--- config.mk ---
export PLATFORM = sky130hd
export DESIGN_NAME = usb_bus_monitor
export DESIGN_NICKNAME = d
export VERILOG_FILES = /design/src/rtl/usb_mon_pkg.sv /design/src/rtl/usb_rst_sync.sv /design/src/rtl/usb_run_timer.sv /design/src/rtl/usb_evt_flag.sv /design/src/rtl/usb_bus_monitor.sv
export SDC_FILE = /design/constraint.sdc
export NUM_CORES = 1
export LEC_CHECK = 0
export ABC_AREA = 1
export BUFFER_PORTS_ARGS = -buffer_cell sky130_fd_sc_hd__buf_2
export CAP_MARGIN = 10
export CORE_AREA = 5 5 75 70
export DETAILED_ROUTE_END_ITERATION = 6
export DIE_AREA = 0 0 80 75
export PLACE_DENSITY = 0.71
export RECOVER_POWER = 25
export REMOVE_ABC_BUFFERS = 1
export SYNTH_ARGS = -nofsm -noshare
export SYNTH_HDL_FRONTEND = slang
export SYNTH_SLANG_ARGS = --single-unit
export TNS_END_PERCENT = 100
--- constraint.sdc ---
create_clock -name clk -period 1.8 [get_ports clk]
set_input_delay 0 -clock clk [delete_from_list [all_inputs] [get_ports clk]]
set_output_delay 0 -clock clk [all_outputs]
set_load 0.01 [all_outputs]
--- src/rtl/usb_mon_pkg.sv ---
package usb_mon_pkg;
  typedef enum logic [1:0] {
    LS_SE0 = 2'b00,
    LS_J   = 2'b01,
    LS_K   = 2'b10,
    LS_SE1 = 2'b11
  } line_e;

  typedef struct packed {
    logic tout;
    logic resume;
    logic suspend;
    logic bus_rst;
  } bus_sts_t;

  localparam int NUM_EVT = 4;
endpackage

--- src/rtl/usb_rst_sync.sv ---
module usb_rst_sync #(
  parameter int STAGES = 2
) (
  input  logic clk,
  input  logic rst_n,
  output logic rst_sync_n
);
  logic [STAGES-1:0] shr;

  always_ff @(posedge clk or negedge rst_n) begin
    if (!rst_n) shr <= '0;
    else        shr <= {shr[STAGES-2:0], 1'b1};
  end

  assign rst_sync_n = shr[STAGES-1];
endmodule

--- src/rtl/usb_run_timer.sv ---
module usb_run_timer #(
  parameter int LIMIT = 8,
  localparam int CW = $clog2(LIMIT + 1)
) (
  input  logic clk,
  input  logic rst_n,
  input  logic run,
  input  logic restart,
  output logic hit
);
  logic [CW-1:0] cnt_q, cnt_n;
  logic          at_lim;

  assign at_lim = (cnt_q == CW'(LIMIT));

  always_comb begin
    cnt_n = cnt_q;
    if (!run || restart) cnt_n = '0;
    else if (!at_lim)    cnt_n = cnt_q + 1'b1;
  end

  always_ff @(posedge clk or negedge rst_n) begin
    if (!rst_n) cnt_q <= '0;
    else        cnt_q <= cnt_n;
  end

  assign hit = at_lim;

  // the shared window counter saturates and never wraps
  p_cnt_bound_r2: assert property (@(posedge clk) disable iff (!rst_n)
    cnt_q <= CW'(LIMIT));
  p_hit_needs_run_r1: assert property (@(posedge clk) disable iff (!rst_n)
    !run |=> !hit);
endmodule

--- src/rtl/usb_evt_flag.sv ---
module usb_evt_flag #(
  parameter int N = 4
) (
  input  logic         clk,
  input  logic         rst_n,
  input  logic [N-1:0] lvl,
  input  logic         clr,
  output logic         flag
);
  logic [N-1:0] lvl_q;
  logic [N-1:0] rise;
  logic         flag_q, flag_n;

  for (genvar i = 0; i < N; i++) begin : g_edge
    assign rise[i] = lvl[i] & ~lvl_q[i];
  end

  always_comb begin
    flag_n = flag_q;
    if (|rise)    flag_n = 1'b1;
    else if (clr) flag_n = 1'b0;
  end

  always_ff @(posedge clk or negedge rst_n) begin
    if (!rst_n) begin
      lvl_q  <= '0;
      flag_q <= 1'b0;
    end else begin
      lvl_q  <= lvl;
      flag_q <= flag_n;
    end
  end

  assign flag = flag_q;

  p_flag_hold_r5: assert property (@(posedge clk) disable iff (!rst_n)
    flag && !clr |=> flag);
  p_flag_set_r5: assert property (@(posedge clk) disable iff (!rst_n)
    (|rise) |=> flag);
  p_flag_clr_r6: assert property (@(posedge clk) disable iff (!rst_n)
    clr && !(|rise) |=> !flag);
endmodule

--- src/rtl/usb_bus_monitor.sv ---
module usb_bus_monitor
  import usb_mon_pkg::*;
#(
  parameter int CLK_PER_BIT = 4,
  parameter int TOUT_BITS   = 18,
  parameter int RST_CYC     = 120,
  parameter int SUSP_CYC    = 144000
) (
  input  logic       clk,
  input  logic       rst_n,
  input  logic [1:0] line_i,
  input  logic       pkt_end,
  input  logic       irq_en,
  input  logic       flag_clr,
  input  logic       rwake,
  input  logic       force_se0,
  output logic [3:0] status,
  output logic       evt_flag,
  output logic       irq,
  output logic       drive_k,
  output logic       drive_se0
);
  localparam int TOUT_CYC = CLK_PER_BIT * TOUT_BITS;

  logic     srst_n;
  line_e    line_q;
  logic     se0_hit, idle_hit, ta_hit;
  logic     armed_q, armed_n;
  logic     resume_q, resume_n;
  logic     tout_q, tout_n;
  logic     susp_q;
  logic     drv_k_q, drv_se0_q;
  bus_sts_t sts;

  usb_rst_sync #(.STAGES(2)) u_rsync (
    .clk(clk), .rst_n(rst_n), .rst_sync_n(srst_n)
  );

  usb_run_timer #(.LIMIT(RST_CYC)) u_se0_tmr (
    .clk(clk), .rst_n(srst_n), .run(line_q == LS_SE0), .restart(1'b0),
    .hit(se0_hit)
  );

  usb_run_timer #(.LIMIT(SUSP_CYC)) u_idle_tmr (
    .clk(clk), .rst_n(srst_n), .run(line_q == LS_J), .restart(1'b0),
    .hit(idle_hit)
  );

  usb_run_timer #(.LIMIT(TOUT_CYC)) u_ta_tmr (
    .clk(clk), .rst_n(srst_n), .run(armed_q), .restart(pkt_end),
    .hit(ta_hit)
  );

  always_comb begin
    armed_n = armed_q;
    if (pkt_end)                        armed_n = 1'b1;
    else if (line_q != LS_J || ta_hit)  armed_n = 1'b0;

    tout_n = tout_q;
    if (pkt_end)     tout_n = 1'b0;
    else if (ta_hit) tout_n = 1'b1;

    resume_n = resume_q;
    if (susp_q && !idle_hit)                  resume_n = 1'b1;
    else if ((idle_hit && !susp_q) || se0_hit) resume_n = 1'b0;
  end

  always_ff @(posedge clk or negedge srst_n) begin
    if (!srst_n) begin
      line_q    <= LS_K;
      armed_q   <= 1'b0;
      tout_q    <= 1'b0;
      resume_q  <= 1'b0;
      susp_q    <= 1'b0;
      drv_k_q   <= 1'b0;
      drv_se0_q <= 1'b0;
    end else begin
      line_q    <= line_e'(line_i);
      armed_q   <= armed_n;
      tout_q    <= tout_n;
      resume_q  <= resume_n;
      susp_q    <= idle_hit;
      drv_k_q   <= rwake & ~force_se0;
      drv_se0_q <= force_se0;
    end
  end

  always_comb begin
    sts.bus_rst = se0_hit;
    sts.suspend = idle_hit;
    sts.resume  = resume_q;
    sts.tout    = tout_q;
  end

  usb_evt_flag #(.N(NUM_EVT)) u_flag (
    .clk(clk), .rst_n(srst_n), .lvl(sts), .clr(flag_clr), .flag(evt_flag)
  );

  assign status    = sts;
  assign irq       = evt_flag & irq_en;
  assign drive_k   = drv_k_q;
  assign drive_se0 = drv_se0_q;

  p_susp_drop_r2: assert property (@(posedge clk) disable iff (!srst_n)
    idle_hit && line_q != LS_J |=> !status[1]);
  p_resume_on_wake_r3: assert property (@(posedge clk) disable iff (!srst_n)
    $fell(idle_hit) |=> status[2]);
  p_tout_clear_r4: assert property (@(posedge clk) disable iff (!srst_n)
    pkt_end |=> !status[3]);
  p_rst_not_idle_r1: assert property (@(posedge clk) disable iff (!srst_n)
    !(status[0] && status[1]));
  p_irq_gate_r7: assert property (@(posedge clk) disable iff (!srst_n)
    irq |-> irq_en);
  p_drive_excl_r9: assert property (@(posedge clk) disable iff (!srst_n)
    !(drive_k && drive_se0));
  p_drive_k_r8: assert property (@(posedge clk) disable iff (!srst_n)
    rwake && !force_se0 |=> drive_k);
endmodule

======== Yosys cells after proc, flatten, opt, wreduce, memory -nomap -nowiden ========
Cells that the tools add are included.
word-level totals
  output and inout bits ................... 8
  input bits .............................. 9
  word-level logic and storage cells ...... 63
  register bits after elaboration ......... 47
operators by class
  bitwise operators ....................... 11
  $add $sub $neg .......................... 3
  muxes and demuxes ....................... 14
  equal/unequal tests ..................... 8
  reductions and logical operators ........ 14
operator list
  operator                 number
  $mux W18                 2
  $mux W7                  4
  $add A18 B1 Y18 const B  1
  $eq A18 B18 Y1 const B   1
  $add A7 B1 Y7 const B    2
  $eq A7 B7 Y1 const B     2
  $mux W1                  8
  $reduce_bool A2 Y1       4
  $and A1 B1 Y1            6
  $not A1 Y1               5
  $ne A2 B1 Y1 const B     2
  $ne A2 B2 Y1 const B     2
  $reduce_or A4 Y1         1
  $logic_not A1 Y1         3
  $logic_or A1 B1 Y1       3
  $eq A2 B1 Y1 const B     1
  $logic_and A1 B1 Y1      2
  $logic_not A2 Y1         1

======== Depth between registers and ports, before layout ========
  depth in word-level cells ............... 5
  mapped depth ............................ 8
  depth with buffers taken out ............ 8

======== By module ========
A second synthesis with hierarchy kept.
second synthesis, totals
  cell total of the unflattened synthesis .. 331
  area total of the unflattened synthesis .. 2577.5 sq um
by module, submodules not included
  module                      instances  cells each  area an instance (sq um)
  usb_run_timer (u_idle_tmr)  1          170         1162.4
  usb_run_timer (u_ta_tmr)    1          54          441.7
  usb_run_timer (u_se0_tmr)   1          51          414.1
  usb_bus_monitor             1          34          319.1
  usb_evt_flag                1          19          186.4
  usb_rst_sync                1          3           53.8

======== Least setup slack after synthesis ========
OpenSTA, ideal clock, no wires.
  path type ............................... reg2reg
  from .................................... register u_idle_tmr.cnt_q[0]
  to ...................................... register resume_q
  arrival ................................. 1204 ps
  clock period less this slack ............ 1321 ps
  slack ................................... 479 ps
  path buffers ............................ 0
  cell stages (with the launch flop) ...... 8
  setup time .............................. 116 ps
  data required time ...................... 1684 ps
  cells stage by stage .................... dfrtp_1 inv_1 ha_1 nand3_1 nor3_1 nand3_1 nand2_1 nand2_1
on the way
  word-level cells in the longest chain between the ends .. 4
  elaborated cells on any way between the ends .. 7
  those cells by class .................... 1 x eq/ne; 1 x mux; 5 x reduce/logical
RTL lines
  item                                                              RTL line                                      source
  from (decl)                                                       usb_run_timer.sv:11                           logic [CW-1:0] cnt_q, cnt_n;
  from (signal assigned)                                            usb_run_timer.sv:24                           else cnt_q <= cnt_n;
  $eq A18 B18 Y1 (*)                                                usb_run_timer.sv:14                           assign at_lim = (cnt_q == CW'(LIMIT));
  $logic_not A1 Y1 / $logic_and A1 B1 Y1 (equally long branches)    --
  $logic_and A1 B1 Y1 / $logic_or A1 B1 Y1 (equally long branches)  usb_bus_monitor.sv:64, usb_bus_monitor.sv:65
  $mux W1 / $reduce_bool A2 Y1 (equally long branches)              --
  to (signal assigned)                                              usb_bus_monitor.sv:81                         resume_q <= resume_n;
  to (decl)                                                         usb_bus_monitor.sv:29                         logic resume_q, resume_n;
Mark *: on every way between the ends. The rest lies on a longest branch, timed or not.
A chain may end at the register's enable or synchronous reset.

======== Worst setup path in the final report ========
  from .................................... register u_idle_tmr.cnt_q[0]
  to ...................................... output port status[1]
on the way
  word-level cells in the longest chain between the ends .. 1
RTL lines
  item            RTL line               source
  $eq A18 B18 Y1  usb_run_timer.sv:14
  to (decl)       usb_bus_monitor.sv:17  output logic [3:0] status,
Every way passes these cells.

==> impl_results.md <==
- Outcome: finished clean
- Residual DRC: 0
- IO Pins: 17
- Crit-path cells: inv_2 > ha_1 > nand3_1 > nor3_2 > and2_1 > buf_2
- Hold path cells: 4
- Worst min-delay path class: input port to register
- GRT overflow: 0
- Clock power share: 44.7%
- NetSw: 407.7 uW
- CTS max path bufs: 2
- Core box area: 4374 um^2
- CTS tree: yes
- # nets final: 327
- Critical Path End Type: primary output
- Final core utilization: 60.47%
- N_diodes: 0
- MaxCap Viol Count: 0
- First-pass DRT Iterations: 4
- Post-DP HPWL: 3169 um
- Cells after Synth: 285
- Worst EP arrival: 1.68 ns
- Post-synth top area cell: dfrtp_1
- Tcrit/Tclk final: 93.08%
- Initial antenna violation count: 0
- Post-synthesis sequential area ratio: 50.25%
- Logic pwr share: 4.2%
- Number of global-route vias before repair: 1,733
- Max VDD drop: 0.0005178 V
- Largest delay share family, worst path: simple AND/OR/NAND/NOR gates
- Skew-Pair Late Insertion Delay: 0.29 ns
- Clock Sink Count: 46
- FF-to-FF path depth: 8
- Post-synth EDFFs: 0
- Antenna Nets Post-Route: 0
- Crit path depth: 6
- Layout Cells excl Fill: 375
- Setup_tns: 0 ns
- Placement Cell Area: 2445 um^2
- Fin area: 2645 um^2
- Final Hold Viols: 0
- Leak Pwr: 0.001233 uW
- Synth Cell Area: 2293 um^2
- RR Startpoint: u_idle_tmr.cnt_q[0]
- Hold_sp: flag_clr
- Power per cell area: 787.2 nW/um^2
- R2r endpoint: u_idle_tmr.cnt_q[10]
- Gr usage total: 16.27%
- First-pass GRT wire length: 7472 um
- CP max-delay cell: dfrtp_1
- Row cnt: 23
- Fin crit period: 1.675 ns
- R2R Setup Slk: 0.30 ns
- Reg power frac: 51.2%
- Synth Area per Inst: 8.047 um^2
- Net Sw Frac: 19.58%
- Root Buffer: clkbuf_8
- Critical-path maximum fanout: 6
- Hold Path End: u_flag.flag
- Prevailing post-synth register cell: dfrtp_1
- Yosys cell types: 32
- Largest net degree at the start of global routing: 32
- Crit path launch type: register
- Total number of vias: 1,884
- Initial Util: 52.43%
- Crit Path Class: register to primary output
- Synth cell count leaders: 58 x nand2_1, 53 x nor2_1, 45 x dfrtp_1
- DR vias/cell: 5.024
- CTS buffer count: 5
- Die area: 6000 um^2
- Share of layout cells above drive strength 1: 11.50%
- Worst path buffer plus inverter count: 2
- H-tree levels: 2
- Fmax: 0.5968 GHz
- Max-slew headroom: 49.51%
- Register bit total from synthesis: 46
- WL per Instance: 11.71 um
- Power Internal: 1675 uW
- Syn-to-layout area delta: 15.33%
- Top-count cell post-synth: nand2_1
- Post-CTS setup buffer count: 0
- Yosys top cell area share: 49.10%
- Measured slew at the worst slew-check pin: 0.7574 ns
- Ys Warns: 0
- Unrepaired setup endpoints after global routing: false
- Largest stage delay on the critical path: 0.45 ns
- Dpl cells: 360
- Die Span Y: 75 um
- Post-Route WL: 4393 um
- Worst-path clk slew: 0.08 ns
- CP required: 1.80 ns
- Synth area leaders: dfrtp_1 49%, nand2_1 9.5%, nor2_1 8.7%, inv_1 6.1%, nand3_1 5.2%
- Synth async-reset ratio: 100.0%
- Slew Viols, Final: 0
- Final setup viols: 0
- Worst-case clock skew: 0.003553 ns
- IO Port Bufs: 16
- Global placer's final weighted congestion: 0.8964
- DRT iter0 DRCs: 91
- Die Wd: 80 um
==> final cells by class <==
class	count	area, um^2
clock inverter	2	60.06
timing repair buffer	25	161.4
multi-input combinational	195	964.7
sequential	46	1152
clock buffer	6	82.58
inverter	39	146.4
tap	62	77.57
fill	407	1729
==> cell families (layout without fill, tap and decap cells) <==
logic type	count (synthesis)	after routing	synth area share, %
AOI/OAI and AO/OA	23	23	5.674
adders and majority gates	6	6	3.273
buffers and inverters	44	72	7.910
DFF	46	46	50.25
and+or+nand+nor	156	156	29.30
other	1	1	0.1635
xor gates and xnor gates	9	9	3.437
==> power by group through the flow <==
stage / registers (uW) / logic [uW] / clock network [uW]
CTS: 1070 / 91.8 / 952
global route: 1070 / 102 / 992
global placement: 1090 / 78.4 / 0
finish: 1070 / 86.7 / 930
floorplan: 1090 / 35.7 / 0
detailed placement: 1090 / 79.5 / 0
==> sequential cells by signal (all words and copies together), names as in the netlist <==
name	cells
armed_q	1
drive_k	1
drive_se0	1
line_q	2
resume_q	1
tout_q	1
u_flag.flag	1
u_flag.lvl_q	4
u_idle_tmr.cnt_q	18
u_rsync.shr	2
u_se0_tmr.cnt_q	7
u_ta_tmr.cnt_q	7
==> per-layer routing <==
metal  GRT usage [%]  vias to the layer above  share of wire [%]
met1           20.68                      880                 47
met5               0                        -                  0
met2           27.02                       46                 46
li1                -                      944                  -
met4           7.505                        0                2.5
met3           3.349                       14                4.5
==> worst min-delay path, delay by kind of cell <==
family / cells / cell delay, ns
AND/OR/NAND/NOR: 2 / 0.18
buffers and inverters: 1 / 0.08
AO/OA/AOI/OAI: 1 / 0.06
==> worst max path at each step <==
stage | slack (ns) | to | start
after floorplan | 0.37 | u_idle_tmr.cnt_q[3] | line_q[1]
after global placement | 0.39 | u_idle_tmr.cnt_q[10] | u_idle_tmr.cnt_q[0]
after detailed placement | 0.35 | status[1] | u_idle_tmr.cnt_q[0]
after CTS | 0.02 | status[1] | u_idle_tmr.cnt_q[0]
after global routing | 0.009 | status[1] | u_idle_tmr.cnt_q[0]
final | 0.12 | status[1] | u_idle_tmr.cnt_q[0]
==> layout by cell type (no fill, tap or decap) <==
master	count
a211oi_1	1
nor2_1	53
nor3b_1	2
xor2_1	5
nand2_1	58
bufinv_16	2
xnor2_1	4
buf_2	15
o21a_1	2
ha_1	6
clkinv_1	1
conb_1	1
nor3_1	5
o21bai_1	1
and2_1	1
or2_2	1
o22ai_1	1
nor3_2	2
nand3_1	24
a31oi_1	1
inv_1	36
nor2_4	1
buf_4	1
nand4_1	4
nor2_2	3
dfstp_2	1
clkbuf_2	1
inv_2	2
nand2_2	1
or2_1	1
o211ai_1	1
dlygate4sd3_1	7
clkbuf_8	6
o21ai_0	7
dfrtp_1	45
clkbuf_1	1
a21oi_1	9
==> per-stage QoR <==
stage | power (uW) | hold WS [ns] | worst slack, ns
6_report | 2082 | 0.06512 | 0.1245
5_1_grt | 2163 | 0.1140 | 0.009319
4_1_cts | 2110 | 0.06846 | 0.02433
3_5_place_dp | 1167 | -0.2127 | 0.3469
3_3_place_gp | 1165 | -0.2141 | 0.3893
2_1_floorplan | 1129 | -0.2956 | 0.3663
==> repair_timing <==
action | CTS | global route
resized for setup | 0 | 2
setup endpoints to repair | 0 | 1
endpoints found under the hold margin | 8 | 0
hold buffers | 7 | 0
Note: power is estimated with default switching activity, not from simulation.
